===== src/rtl/csm_pkg.sv =====
package csm_pkg;
    // register bit i of base/mask corresponds to address bit i + ADDR_SHIFT
    localparam int unsigned ADDR_SHIFT   = 8;
    // spare-control layout per channel c
    localparam int unsigned SWAP_BASE    = 1;
    localparam int unsigned SWAP_STRIDE  = 2;
    localparam int unsigned BAD_BASE     = 4;
    localparam int unsigned BAD_STRIDE   = 4;
    // base register flag positions
    localparam int unsigned EN_BIT       = 0;
    localparam int unsigned SPARE_BIT    = 1;
endpackage


===== src/rtl/cs_lane.sv =====
module cs_lane #(
    parameter int unsigned REG_W = 32
) (
    input  logic [REG_W-1:0] addr_sh_i,
    input  logic [REG_W-1:0] base_i,
    input  logic [REG_W-1:0] mask_i,
    input  logic [REG_W-1:0] vbits_i,
    output logic             match_o
);
    import csm_pkg::*;

    logic [REG_W-1:0] diff;

    always_comb begin
        diff    = (addr_sh_i ^ base_i) & vbits_i & ~mask_i;
        match_o = base_i[EN_BIT] && (diff == '0);
    end

    // a disabled lane never claims an address
    always_comb begin
        if (match_o === 1'b1) begin
            p_lane_enabled_r1: assert (base_i[EN_BIT] === 1'b1);
        end
    end
endmodule


===== src/rtl/cs_first.sv =====
module cs_first #(
    parameter int unsigned N = 8,
    localparam int unsigned IW = (N > 1) ? $clog2(N) : 1
) (
    input  logic [N-1:0]  req_i,
    output logic          found_o,
    output logic [IW-1:0] idx_o
);
    always_comb begin
        found_o = 1'b0;
        idx_o   = '0;
        for (int i = N - 1; i >= 0; i--) begin
            if (req_i[i]) begin
                found_o = 1'b1;
                idx_o   = IW'(i);
            end
        end
    end

    // the reported index is a requesting one, and nothing lower requests
    always_comb begin
        if (found_o === 1'b1) begin
            p_pick_valid_r4: assert (req_i[idx_o] === 1'b1);
            p_pick_lowest_r4: assert ((req_i & ((N'(1) << idx_o) - N'(1))) == '0);
        end
    end
endmodule


===== src/rtl/cs_rank_matcher.sv =====
module cs_rank_matcher #(
    parameter int unsigned NUM_CS  = 8,
    parameter int unsigned NUM_CH  = 2,
    parameter int unsigned REG_W   = 32,
    parameter int unsigned ADDR_W  = 40,
    parameter int unsigned SPARE_W = 32,
    localparam int unsigned CS_W     = $clog2(NUM_CS),
    localparam int unsigned CH_W     = (NUM_CH > 1) ? $clog2(NUM_CH) : 1,
    localparam int unsigned NUM_MASK = NUM_CS / 2,
    localparam int unsigned DIMM_W   = CS_W - 1
) (
    input  logic                             clk,
    input  logic                             rst_n,
    input  logic                             in_valid_i,
    input  logic [ADDR_W-1:0]                chan_addr_i,
    input  logic [CH_W-1:0]                  chan_sel_i,
    input  logic                             ganged_i,
    input  logic [NUM_CH*NUM_CS*REG_W-1:0]   cs_base_i,
    input  logic [NUM_CH*NUM_MASK*REG_W-1:0] cs_mask_i,
    input  logic [REG_W-1:0]                 valid_bits_i,
    input  logic [SPARE_W-1:0]               spare_ctrl_i,
    output logic                             out_valid_o,
    output logic                             found_o,
    output logic [CS_W-1:0]                  cs_o,
    output logic [DIMM_W-1:0]                dimm_o
);
    import csm_pkg::*;

    typedef struct packed {
        logic              vld;
        logic              hit;
        logic [CS_W-1:0]   cs;
        logic [DIMM_W-1:0] dimm;
    } res_t;

    res_t res_d, res_q;

    logic [CH_W-1:0]  ctrl;
    logic [REG_W-1:0] addr_sh;
    logic [NUM_CS-1:0] lane_hit;
    logic [NUM_CS-1:0] spare_flag;
    logic [REG_W-1:0] base_sel [NUM_CS];
    logic [REG_W-1:0] mask_sel [NUM_CS];

    logic            first_found, spare_found;
    logic [CS_W-1:0] first_idx, spare_idx;
    logic            swap_done;
    logic [CS_W-1:0] bad_rank;
    logic            remap;

    always_comb begin
        ctrl    = ganged_i ? '0 : chan_sel_i;
        addr_sh = REG_W'(chan_addr_i >> ADDR_SHIFT);
    end

    for (genvar g = 0; g < NUM_CS; g++) begin : g_lane
        always_comb begin
            base_sel[g]   = cs_base_i[(int'(ctrl) * NUM_CS + g) * REG_W +: REG_W];
            mask_sel[g]   = cs_mask_i[(int'(ctrl) * NUM_MASK + g / 2) * REG_W +: REG_W];
            spare_flag[g] = base_sel[g][SPARE_BIT];
        end

        cs_lane #(.REG_W(REG_W)) u_lane (
            .addr_sh_i (addr_sh),
            .base_i    (base_sel[g]),
            .mask_i    (mask_sel[g]),
            .vbits_i   (valid_bits_i),
            .match_o   (lane_hit[g])
        );
    end

    cs_first #(.N(NUM_CS)) u_first_hit (
        .req_i   (lane_hit),
        .found_o (first_found),
        .idx_o   (first_idx)
    );

    cs_first #(.N(NUM_CS)) u_first_spare (
        .req_i   (spare_flag),
        .found_o (spare_found),
        .idx_o   (spare_idx)
    );

    always_comb begin
        swap_done = spare_ctrl_i[SWAP_BASE + SWAP_STRIDE * int'(chan_sel_i)];
        bad_rank  = spare_ctrl_i[BAD_BASE + BAD_STRIDE * int'(chan_sel_i) +: CS_W];
        remap     = swap_done && (bad_rank == first_idx) && spare_found;
    end

    always_comb begin
        res_d     = res_q;
        res_d.vld = in_valid_i;
        if (in_valid_i) begin
            res_d.hit  = first_found;
            res_d.cs   = '0;
            if (first_found) begin
                res_d.cs = remap ? spare_idx : first_idx;
            end
            res_d.dimm = res_d.cs[CS_W-1:1];
        end
    end

    always_ff @(posedge clk or negedge rst_n) begin
        if (!rst_n) begin
            res_q <= '0;
        end else begin
            res_q <= res_d;
        end
    end

    assign out_valid_o = res_q.vld;
    assign found_o     = res_q.hit;
    assign cs_o        = res_q.cs;
    assign dimm_o      = res_q.dimm;

    p_latency_r10: assert property (@(posedge clk) disable iff (!rst_n)
        in_valid_i |=> out_valid_o);

    p_idle_r10: assert property (@(posedge clk) disable iff (!rst_n)
        !in_valid_i |=> (!out_valid_o && $stable(cs_o) && $stable(found_o)));

    p_miss_zero_r9: assert property (@(posedge clk) disable iff (!rst_n)
        (out_valid_o && !found_o) |-> (cs_o == '0 && dimm_o == '0));

    p_dimm_half_r8: assert property (@(posedge clk) disable iff (!rst_n)
        out_valid_o |-> (dimm_o == cs_o[CS_W-1:1]));

    p_remap_r5: assert property (@(posedge clk) disable iff (!rst_n)
        (in_valid_i && first_found && remap) |=> (found_o && cs_o[0] == $past(spare_idx[0])));
endmodule


===== config.mk =====
export PLATFORM = sky130hd
export DESIGN_NAME = cs_rank_matcher
export DESIGN_NICKNAME = d
export VERILOG_FILES = /design/src/rtl/csm_pkg.sv /design/src/rtl/cs_lane.sv /design/src/rtl/cs_first.sv /design/src/rtl/cs_rank_matcher.sv
export SDC_FILE = /design/constraint.sdc
export NUM_CORES = 1
export LEC_CHECK = 0
export BUFFER_PORTS_ARGS = -buffer_cell sky130_fd_sc_hd__buf_2
export CAP_MARGIN = 15
export CORE_AREA = 5 5 340 342
export DETAILED_ROUTE_END_ITERATION = 10
export DIE_AREA = 0 0 345 347
export GPL_TIMING_DRIVEN = 1
export PLACE_DENSITY = 0.38
export SYNTH_ARGS = -nofsm -noshare
export SYNTH_HDL_FRONTEND = slang
export SYNTH_SLANG_ARGS = --single-unit

===== constraint.sdc =====
create_clock -name clk -period 1.31 [get_ports clk]
set_input_delay 0.1965 -clock clk [delete_from_list [all_inputs] [get_ports clk]]
set_output_delay 0.1965 -clock clk [all_outputs]
set_load 0.03 [all_outputs]

After elaboration in Yosys (flattened, before gate mapping)
Cells that the tools add are included.
{"block": "classes", "add_sub_neg": 12, "n_shift": 13, "mux": 37, "n_lt_le_gt_ge": 1, "n_reduce_logical": 18, "n_eq_ne": 1, "bitwise_logic": 28}
{"op": "indexed part select 512 x 11 -> 32 bit", "n": 7}
{"op": "indexed part select 256 x 10 -> 32 bit", "n": 3}
{"op": "AND 32 bit", "n": 16}
{"op": "indexed part select 512 x 10 -> 32 bit", "n": 1}
{"op": "logical NOT 32 bit", "n": 8}
{"op": "indexed part select 256 x 9 -> 32 bit", "n": 1}
{"op": "bitwise XOR 32 bit", "n": 8}
{"op": "inverter 32 bit", "n": 4}
{"op": "two-way mux 3 bit", "n": 18}
{"op": "indexed part select 32 x 5 -> 3 bit", "n": 1}
{"op": "adder 4 x 3 -> 5 bit, second input constant", "n": 4}
{"op": "two-way mux 1 bit", "n": 18}
{"op": "adder 4 x 2 -> 5 bit, second input constant", "n": 2}
{"op": "logical AND 1 bit", "n": 10}
{"op": "adder 3 x 2 -> 4 bit, second input constant", "n": 2}
{"op": "less-than comparator 3 x 6 -> 1 bit, second input constant", "n": 1}
{"op": "adder 4 x 1 -> 5 bit, second input constant", "n": 1}
{"op": "binary-select mux 1 bit (select 5 bit)", "n": 1}
{"op": "adder 3 x 1 -> 4 bit, second input constant", "n": 1}
{"op": "adder 3 x 3 -> 4 bit, first input constant", "n": 1}
{"op": "adder 1 x 2 -> 3 bit, first input constant", "n": 1}
{"op": "== test 3 bit", "n": 1}
{"block": "word_totals", "ff_bits": 7, "out_inout_bits": 7}

Longest topological paths before layout
{"block": "logic_depth", "word_depth": 21, "depth_mapped": 17, "ltp_nobuf": 11}

Modules after synthesis
A second synthesis with hierarchy kept.
{"block": "unflattened", "cells_unflattened": 1160, "hier_area_um2": 9953.3}
{"module": "cs_lane", "seq_area_each_um2": 0.0, "area_per_inst_um2": 613.1, "cells_each": 84, "n_inst": 8}
{"module": "cs_rank_matcher", "seq_area_each_um2": 125.1, "area_per_inst_um2": 4888.4, "cells_each": 462, "n_inst": 1}
{"module": "cs_first", "seq_area_each_um2": 0.0, "area_per_inst_um2": 80.1, "cells_each": 13, "n_inst": 2}

Worst setup path before layout
Ideal clock, no wire load.
{"block": "synth_path", "path_type": "input to register", "from": "input ganged_i", "to": "register res_q (netlist bit cs_o[1])", "n_path_buf": 3, "setup_time_ns": 0.138, "path_stages": 14, "path_slack_ns": -2.310, "arrival_time_ns": 3.482, "cell_sequence": "nand2b_1 buf_6 buf_6 buf_2 nand3b_1 a31oi_1 a2111oi_0 nand4_1 or4_4 and2_4 a2111oi_4 mux2i_1 a21boi_0 or4_4"}
{"block": "synth_via", "elab_chain_len": 21, "elab_cells_between_ends": 104, "cone_classes": "add/sub: 10; eq/ne: 1; shift: 12; mux: 35; bitwise: 28; reduce/logical: 18"}
{"item": "start: declaration", "line_no": "cs_rank_matcher.sv:17", "source": "input logic ganged_i,"}
{"item": "two-way mux 1 bit *", "line_no": "cs_rank_matcher.sv:52", "source": "ctrl = ganged_i ? '0 : chan_sel_i;"}
{"item": "adder 4 x 3 -> 5 bit", "line_no": "cs_rank_matcher.sv:58", "source": "base_sel[g] = cs_base_i[(int'(ctrl) * NUM_CS + g) * REG_W +: REG_W];"}
{"item": "indexed part select 512 x 11 -> 32 bit", "line_no": "cs_rank_matcher.sv:58"}
{"item": "bitwise XOR 32 bit", "line_no": "cs_lane.sv:15", "source": "diff = (addr_sh_i ^ base_i) & vbits_i & ~mask_i;"}
{"item": "AND 32 bit (2 in a row)", "line_no": "cs_lane.sv:15"}
{"item": "logical NOT 32 bit", "line_no": "cs_lane.sv:16", "source": "match_o = base_i[EN_BIT] && (diff == '0);"}
{"item": "logical AND 1 bit", "line_no": "cs_lane.sv:16"}
{"item": "two-way mux 3 bit (8 in a row)", "line_no": "cs_first.sv:13", "source": "if (req_i[i]) begin"}
{"item": "== test 3 bit", "line_no": "cs_rank_matcher.sv:87", "source": "remap = swap_done && (bad_rank == first_idx) && spare_found;"}
{"item": "logical AND 1 bit (2 in a row)", "line_no": "cs_rank_matcher.sv:87"}
{"item": "two-way mux 3 bit", "line_no": "cs_rank_matcher.sv:97", "source": "res_d.cs = remap ? spare_idx : first_idx;"}
{"item": "two-way mux 3 bit *", "line_no": "cs_rank_matcher.sv:96", "source": "if (first_found) begin"}
{"item": "end signal: assignment", "line_no": "cs_rank_matcher.sv:107", "source": "res_q <= res_d;"}
{"item": "end: declaration", "line_no": "cs_rank_matcher.sv:36", "source": "res_t res_d, res_q;"}
Every way passes the cells marked *; elsewhere a longest branch is shown, timed or not.
A chain may end at the register's enable or synchronous reset.

Worst setup path after layout
Same ends and word-level chain as after synthesis.

==> impl_metrics.env <==
export IMPL_drt_wl_total_mm=133
export IMPL_setup_viol=4
export IMPL_drive_above_1_share=0.544
export IMPL_yosysSeqAreaShare=0.0120
export IMPL_cts_path_max_buffers=2
export IMPL_reg2reg_slack_ns=0.10
export IMPL_violations="setup timing"
export IMPL_wire_per_inst_microns=31.3
export IMPL_core_sq_um=112000
export IMPL_rr_worst_depth=2
export IMPL_power_leakage_uw=0.0104
export IMPL_status="complete, but fails checks"
export IMPL_grt_usage=0.207
export IMPL_hold_path_depth=2
export IMPL_finalHoldViolations=0
export IMPL_routed_via_density=4.04
export IMPL_grt_pass1_wl_mm=167
export IMPL_nFillCells=13100
export IMPL_area_delta_synth_final_pct=106
export IMPL_ys_warnings_count=0
export IMPL_startpoint_type="input port"
export IMPL_ant_nets=0
export IMPL_cts_max_level=1
export IMPL_maxSlewHeadroom=0.475
export IMPL_critPathBufInv=7
export IMPL_ys_top_cells_by_area="mux2i_1, nand3b_1, xor2_1"
export IMPL_fin_crit_sh=2.96
export IMPL_chipHeight_microns=347
export IMPL_yosysTopAreaCellShare=0.194
export IMPL_dpl_cell_area_sq_um=19900
export IMPL_critPathRequiredTime_ns=1.41
export IMPL_dr_pass1_iters=8
export IMPL_syn_num_nets=2349
export IMPL_syn_instance_count=1472
export IMPL_layout_nets=3593
export IMPL_avgSynthCellArea_sq_um=7.06
export IMPL_dp_worst_setup_slack_ns=-3.59
export IMPL_grt_max_degree=30
export IMPL_port_buffers=851
export IMPL_critical_path_class="input port to flip-flop"
export IMPL_ys_seq_elements=5
export IMPL_cts_buffers=3
export IMPL_synthFlopType="dfrtp_1"
export IMPL_antenna_found_initial=96
export IMPL_synthArstFlopShare=1.00
export IMPL_worstSetupEndpointType="flip-flop"
export IMPL_grt_pass1_vias=17500
export IMPL_max_freq_mhz=258
export IMPL_syn_cell_area_sq_um=10400
export IMPL_crit_arrival_ns=3.97
export IMPL_drc=0
export IMPL_fp_dieArea_sq_um=120000
export IMPL_synth_cell_types=67
export IMPL_critPathTopFamily="simple AND/OR/NAND/NOR gates"
export IMPL_dp_hpwl_mm=122
export IMPL_setup_ws_ns=-2.57
export IMPL_worst_clock_skew_ns=0
export IMPL_die_w_microns=345
export IMPL_initial_core_util=0.0927
export IMPL_utilization=0.191
export IMPL_cts_tree="yes"
export IMPL_insertion_delay_ns=0.23
export IMPL_overflow=0
export IMPL_ir_drop_uv=425
export IMPL_num_io_pins=884
export IMPL_synth_top_area_cell="mux2i_1"
export IMPL_power_total_uw=9230
export IMPL_slowest_delay_ns=0.48
export IMPL_path_clk_slew_ns=0.04
export IMPL_hold_class="input port to flip-flop"
export IMPL_rsz0062_at_grt="true"
export IMPL_cp_slowest_cell="or4_4"
export IMPL_clock_sinks=5
export IMPL_drv_cap=0
export IMPL_fin_crit_ns=3.88
export IMPL_setup_tns_final_ns=-9.32
export IMPL_vias=17100
export IMPL_std_cell_rows=123
export IMPL_cts_root_buf="clkbuf_16"
export IMPL_synth_edf_count=0
export IMPL_p_per_area_nw_per_um2=431
export IMPL_maxSlewViolCount=0
export IMPL_gp_congestion=0.887
export IMPL_first_iter_violations=1125
export IMPL_min_from="in_valid_i"
export IMPL_tightestPinTransition_ns=0.784
export IMPL_design_area_sq_um=21400
export IMPL_rr_endpoint="cs_o[1]"
export IMPL_crit_fanout=8
export IMPL_crit_chain="buf_8 -> nand2b_4 -> buf_12 -> buf_12 -> buf_12 -> buf_4 -> buf_4 -> nand3b_1 -> a31oi_1 -> a2111oi_0 -> buf_4 -> nand4_1 -> or2_4 -> and2_4 -> a2111oi_4 -> mux2i_2 -> a21boi_1 -> or4_4"
export IMPL_reg2reg_from="cs_o[1]"
export IMPL_holdPathEnd="out_valid_o"
[Yosys cell counts (12+ instances only)]
cell type / instances
mux2i_1: 201
nand3b_1: 161
nand2_1: 148
nor2b_1: 116
xor2_1: 111
xnor2_1: 81
a31oi_1: 61
o21ai_0: 60
inv_1: 53
o211ai_1: 50
nand3_1: 42
o22ai_1: 41
buf_2: 36
and3_1: 34
clkbuf_1: 34
nor2_1: 20
a2111oi_0: 17
buf_6: 16
buf_1: 14
buf_4: 13
nand2b_1: 13
nand4_1: 13
a2bb2oi_1: 12
[kinds of logic (layout without fill, tap and decap cells)]
| group | count (synthesis) | after routing | synth area share |
|---|---|---|---|
| AND/OR/NAND/NOR | 595 | 595 | 0.339 |
| AO/OA/AOI/OAI | 310 | 310 | 0.207 |
| multiplexers | 202 | 202 | 0.196 |
| XOR/XNOR | 192 | 192 | 0.162 |
| buffers and inverters | 168 | 1411 | 0.0840 |
| flip-flops | 5 | 5 | 0.0120 |
| other | 0 | 22 | 0 |
[area by class of cell]
cell class,count,area (sq um),share of cell area
antenna,22,55.1,0.00257
clock buffer,3,75.1,0.00351
clock inverter,1,5.00,0.000234
inverter,53,199,0.00929
multi-input combinational,1299,10200,0.478
sequential,5,125,0.00584
tap,1500,1880,0.0876
timing repair buffer,1354,8830,0.412
[flip-flops by register name, indices dropped and copies added (netlist names)]
register / cells
cs_o: 3
found_o: 1
out_valid_o: 1
[placed cells by master, fill, tap and decap left out, types with 50 or more instances in the layout]
| master | count |
|---|---|
| buf_2 | 849 |
| buf_4 | 433 |
| nand3b_1 | 161 |
| mux2i_1 | 161 |
| nand2_1 | 148 |
| nor2b_1 | 115 |
| xor2_1 | 101 |
| xnor2_1 | 76 |
| o21ai_0 | 60 |
| a31oi_1 | 59 |
| inv_1 | 53 |
| o211ai_1 | 50 |
[worst max-delay path by stage]
| stage | startpoint | endpoint | slack (ns) | cells after the start |
|---|---|---|---|---|
| 5_1_grt | ganged_i | cs_o[1] | -2.66 | 17 |
| 4_1_cts | chan_sel_i | cs_o[1] | -2.60 | 15 |
| 2_1_floorplan | ganged_i | cs_o[1] | -2.24 | 14 |
| 3_3_place_gp | ganged_i | cs_o[1] | -3.56 | 18 |
| 6_report | ganged_i | cs_o[1] | -2.57 | 18 |
| 3_5_place_dp | ganged_i | cs_o[1] | -3.59 | 17 |
[per-layer routing]
layer  global-route usage  up-vias  routed length (microns)
met1                0.271     8147                    57900
met2                0.359      850                    62900
met3               0.0426      158                     8760
met4               0.0295       48                     2790
li1                     -     7916                        -
met5                    0        -                      294
[repair_timing]
action                                  CTS  global route
hold buffers                              1             0
hold endpoints to repair                  5             0
endpoints found under the setup margin    4             4
pin swaps                                30            25
gates cloned                              4             1
gates resized for setup                 119            65
setup buffers                            24            14
[stage by stage]
| step | std cells | hold slack, ns |
|---|---|---|
| after global placement | 4169 | 0.0468 |
| after floorplan | 1472 | -0.0991 |
| after CTS | 4201 | 0.243 |
| after global routing | 4219 | 0.250 |
| final | 4237 | 0.254 |
| after detailed placement | 4169 | 0.0394 |
[power by group]
part           internal (uW)  switching, uW  total [uW]
Combinational           4100           4460        8560
Clock                    400            109         509
Sequential               161           3.62         165
Total                   4660           4570        9230
[worst register-to-register path, cell delays in order, from the launching register on]
cell and delay [ns]:
dfrtp_1 0.39, nor2b_1 0.16, or4_4 0.53
No activity file was read; power rests on OpenSTA's default activity.
